`src/rtl/dr_pkg.sv`:
```
`timescale 1ns/1ps
package dr_pkg;
    typedef enum logic {
        MODE_PATTERN   = 1'b0,
        MODE_SIGNATURE = 1'b1
    } src_mode_e;
endpackage

```
`src/rtl/dr_rate_div.sv`:
```
`timescale 1ns/1ps
module dr_rate_div #(
    parameter int RATIO_LOG2 = 2
) (
    input  logic clk,
    input  logic rst_n,
    output logic step_tick
);
    localparam int CNT_W = (RATIO_LOG2 > 0) ? RATIO_LOG2 : 1;

    generate
        if (RATIO_LOG2 == 0) begin : g_full_rate
            assign step_tick = 1'b1;
        end else begin : g_divided
            typedef struct packed {
                logic [CNT_W-1:0] cnt;
            } div_state_t;

            div_state_t div_d, div_q;

            always_comb begin
                div_d     = div_q;
                div_d.cnt = div_q.cnt + 1'b1;
            end

            always_ff @(posedge clk or negedge rst_n) begin
                if (!rst_n) div_q <= '0;
                else        div_q <= div_d;
            end

            assign step_tick = &div_q.cnt;
        end
    endgenerate
endmodule

```
`src/rtl/dr_lfsr_core.sv`:
```
`timescale 1ns/1ps
module dr_lfsr_core #(
    parameter int           W     = 8,
    parameter logic [W-1:0] TAPS  = 8'hB8,
    parameter logic [W-1:0] SEED  = 8'h01
) (
    input  logic         clk,
    input  logic         rst_n,
    input  logic         adv,
    input  logic [W-1:0] inj,
    output logic [W-1:0] state
);
    typedef struct packed {
        logic [W-1:0] val;
    } shift_state_t;

    shift_state_t sh_d, sh_q;
    logic         fb;

    always_comb begin
        fb   = ^(sh_q.val & TAPS);
        sh_d = sh_q;
        if (adv) begin
            sh_d.val = {sh_q.val[W-2:0], fb} ^ inj;
        end
    end

    always_ff @(posedge clk or negedge rst_n) begin
        if (!rst_n) sh_q.val <= SEED;
        else        sh_q     <= sh_d;
    end

    assign state = sh_q.val;
endmodule

```
`src/rtl/dual_rate_pattern_src.sv`:
```
`timescale 1ns/1ps
module dual_rate_pattern_src #(
    parameter int                FAST_W     = 8,
    parameter int                SLOW_W     = 8,
    parameter logic [FAST_W-1:0] FAST_TAPS  = 8'hB8,
    parameter logic [SLOW_W-1:0] SLOW_TAPS  = 8'h8E,
    parameter logic [FAST_W-1:0] FAST_SEED  = 8'h01,
    parameter logic [SLOW_W-1:0] SLOW_SEED  = 8'hA5,
    parameter int                RATIO_LOG2 = 2
) (
    input  logic                     clk,
    input  logic                     rst_n,
    input  logic                     sig_mode,
    input  logic [SLOW_W-1:0]        resp,
    output logic [SLOW_W+FAST_W-1:0] pattern
);
    import dr_pkg::*;

    localparam int OUT_W = SLOW_W + FAST_W;

    src_mode_e          mode;
    logic               step_tick;
    logic               slow_adv;
    logic [SLOW_W-1:0]  slow_inj;
    logic [FAST_W-1:0]  fast_state;
    logic [SLOW_W-1:0]  slow_state;

    assign mode = src_mode_e'(sig_mode);

    always_comb begin
        slow_adv = 1'b0;
        slow_inj = '0;
        case (mode)
            MODE_SIGNATURE: begin
                slow_adv = 1'b1;
                slow_inj = resp;
            end
            default: begin
                slow_adv = step_tick;
            end
        endcase
    end

    dr_rate_div #(
        .RATIO_LOG2 (RATIO_LOG2)
    ) u_div (
        .clk       (clk),
        .rst_n     (rst_n),
        .step_tick (step_tick)
    );

    dr_lfsr_core #(
        .W    (FAST_W),
        .TAPS (FAST_TAPS),
        .SEED (FAST_SEED)
    ) u_fast (
        .clk   (clk),
        .rst_n (rst_n),
        .adv   (1'b1),
        .inj   ({FAST_W{1'b0}}),
        .state (fast_state)
    );

    dr_lfsr_core #(
        .W    (SLOW_W),
        .TAPS (SLOW_TAPS),
        .SEED (SLOW_SEED)
    ) u_slow (
        .clk   (clk),
        .rst_n (rst_n),
        .adv   (slow_adv),
        .inj   (slow_inj),
        .state (slow_state)
    );

    assign pattern = OUT_W'({slow_state, fast_state});
endmodule

```
`config.mk`:
```
export PLATFORM = sky130hd
export DESIGN_NAME = dual_rate_pattern_src
export DESIGN_NICKNAME = d
export VERILOG_FILES = /design/src/rtl/dr_pkg.sv /design/src/rtl/dr_rate_div.sv /design/src/rtl/dr_lfsr_core.sv /design/src/rtl/dual_rate_pattern_src.sv
export SDC_FILE = /design/constraint.sdc
export NUM_CORES = 1
export LEC_CHECK = 0
export BUFFER_PORTS_ARGS = -buffer_cell sky130_fd_sc_hd__buf_2
export CORE_AREA = 2 2 52 54
export DETAILED_ROUTE_END_ITERATION = 12
export DIE_AREA = 0 0 54 56
export GPL_TIMING_DRIVEN = 0
export SKIP_CTS_REPAIR_TIMING = 1
export SYNTH_ARGS = -nofsm -noshare
export SYNTH_HDL_FRONTEND = slang
export SYNTH_HIERARCHICAL = 1
export SYNTH_SLANG_ARGS = --single-unit
```
`constraint.sdc`:
```
create_clock -name clk -period 1.9 [get_ports clk]
set_input_delay 0.19 -clock clk [delete_from_list [all_inputs] [get_ports clk]]
set_output_delay 0.19 -clock clk [all_outputs]
set_load 0.005 [all_outputs]
```
==> impl_metrics.yaml <==
routing:
  vias: 645
  avgRoutedWirePerCell_um: 11.0
  wirelength_um: 1720
  via_per_inst: 4.13
  drtIter0Drc: 14
  drc_errors: 0
  dr.pass1.iters: 4
  ant_nets: 0
synth:
  yosysWarnings: 6
  synth-seq-cells: 18
  yosys-top-cells-area: "dfrtp_1, xnor2_1, dfstp_2"
  post_synth.cell_area_avg_sq_um: 11.3
  synth_xor_area_share_pct: 24.5
  synth_top_area_share_pct: 34.8
  synth_top_area_cell: "dfrtp_1"
  synth_compound_area_share_pct: 7.49
  yosys.area_share.simple_pct: 12.7
  synthAdderAreaFrac_pct: 1.34
  yosysSeqAreaShare_pct: 48.8
  synth_cell_types: 15
  synth_top_family_by_area: "XOR/XNOR gates"
  netlist_area_sq_um: 936
  muxShareOfSynthArea_pct: 3.21
  netlist_instances: 83
die:
  initial_core_util_pct: 38.5
  die_height_um: 56
  coreArea_sq_mm: 0.00243
  die_x_um: 54
  fp.dieArea_sq_mm: 0.00302
  std_cell_rows: 18
  ios: 27
global_routing:
  grt_max_degree: 19
  grt_pass1_vias: 672
  grt_pass1_wl_um: 2990
  gr-usage-all-layers_pct: 13.6
  grt_overflow: 0
  antenna_found_initial: 0
clock_network:
  clock_path_buffers: 2
  numCtsBuffers: 3
  worstSkewPairLatency_ps: 290
  clkTransAtPathRegs_ps: 100
  cts_sinks: 18
  cts_tree: "done"
  htreeDepth: 1
  cts_root_buf: "clkbuf_4"
run:
  maxCapViolations: 0
sta:
  fmax_mhz: 684
  worst_clock_skew_ps: 3.68
  finalSetupViolCount: 0
  finalHoldViolCount: 0
  period_share_pct: 77.0
  rsz0062_at_grt: "no"
  tns_ps: 0
  slew_viol_final: 0
  worst_slack_ps: 438
  final.min_clock_period_ps: 1460
  hold-worst-slack_ps: 274
power_and_ir_drop:
  leakage_nw: 0.556
  vdd_ir_drop_max_mv: 0.618
  p_per_area_mw_per_mm2: 1290
  combPwrFrac_pct: 40.0
  p_sw_mw: 0.484
  p_int_mw: 1.06
  swShare_pct: 31.3
  p_seq_share_pct: 44.7
  clockPowerShare_pct: 15.3
worst_setup_path:
  crit_path_start_kind: "register"
  reg2reg_depth: 5
  worst_ep_required_time_ps: 2060
  rr_endpoint: "u_slow/state[4]"
  crit_arrival_ps: 1620
  rrSetupSlack_ps: 440
  endpoint_kind: "register"
  r2r_start: "u_div/g_divided.div_q[0]"
  critical_path_class: "register to register"
  crit_fanout: 10
final_layout:
  n_antenna_cell: 0
  final_area_sq_mm: 0.00119
  final_common_cell: "buf_2"
  final_util_pct: 49.1
  drive_above_1_share_pct: 37.3
  nNetsFinal: 139
  fillers: 234
  final_cell_mix: "buf_2, xnor2_1, conb_1, nor2_1, a21oi_1"
  area_growth_pct: 27.7
place:
  routabilityCongestion: 0.700
  port_buffers: 26
  dp_slack_ps: 437
  place_area_sq_mm: 0.00115
  dpl.hpwl_um: 1300
status:
  outcome: "finished clean"
min_path:
  min_path_cells: 4
  min_to: "u_slow/state[7]"
  hp-class: "primary input to register"
  min-delay-start: "resp[7]"
[worst max-delay path by stage]
stage                                        start         endpoint  slack (ps)  depth (start not counted)
after floorplan                    u_slow/state[2]  u_slow/state[0]         580                          3
final                     u_div/g_divided.div_q[0]  u_slow/state[4]         440                          5
after global routing      u_div/g_divided.div_q[0]  u_slow/state[4]         310                          5
after global placement    u_div/g_divided.div_q[0]  u_slow/state[4]         470                          5
after CTS                 u_div/g_divided.div_q[0]  u_slow/state[4]         420                          5
after detailed placement  u_div/g_divided.div_q[0]  u_slow/state[4]         440                          5
[power by group through the flow]
stage          Combinational [mW]  Clock, mW  Sequential, mW
3_3_place_gp                0.602          0           0.694
5_1_grt                     0.683      0.264           0.724
6_report                    0.617      0.237           0.690
3_5_place_dp                0.620          0           0.706
2_1_floorplan               0.417          0           0.699
4_1_cts                     0.626      0.251           0.698
[cells in the mapped netlist (all sizes together)]
library cell  instances
clkbuf                2
or2                   1
nor2                 14
inv                   1
ha                    1
mux2                  2
xnor3                 2
dfstp                 5
a21oi                14
conb                  2
xor2                  2
dfrtp                13
and2                  8
xnor2                16
[cell type report]
cell class	instances	area, sq um	area share (%)
Inverter	1	3.75	0.314
Buffer	2	7.51	0.628
Tap cell	30	37.5	3.14
Sequential cell	18	457	38.2
Multi-Input combinational cell	74	513	42.9
Timing Repair Buffer	27	140	11.7
Clock buffer	4	36.3	3.04
[state kept, by name, indices dropped and copies added, names as in the netlist]
register               count
u_fast/state               8
u_slow/state               8
u_div/g_divided.div_q      2
[critical path, stage by stage, from the launching register on]
cell	delay [ps]
dfrtp_1	400
ha_1	190
or2_1	300
clkbuf_1	260
nor2_1	140
a21oi_1	50
[per-stage QoR]
stage	power, mW	instances
after floorplan	1.12	95
after global placement	1.30	151
after detailed placement	1.33	151
after CTS	1.57	155
after global routing	1.67	156
final	1.54	156
[cells by family after synthesis]
family | after synthesis
AO/OA/AOI/OAI | 14
other | 2
flip-flops | 18
AND/OR/NAND/NOR | 23
adder cells (fa/ha/maj) | 1
XOR/XNOR | 20
multiplexers | 2
buffers and inverters | 3
[routing by layer]
layer  track usage, %  wire length (um)  up-vias
met1             17.7               754      298
met2             21.3               895        8
li1                 -                 -      337
met4             5.36                15        0
met3             3.23                51        2
met5                0                 0        -
No activity file was read; power rests on OpenSTA's default activity.
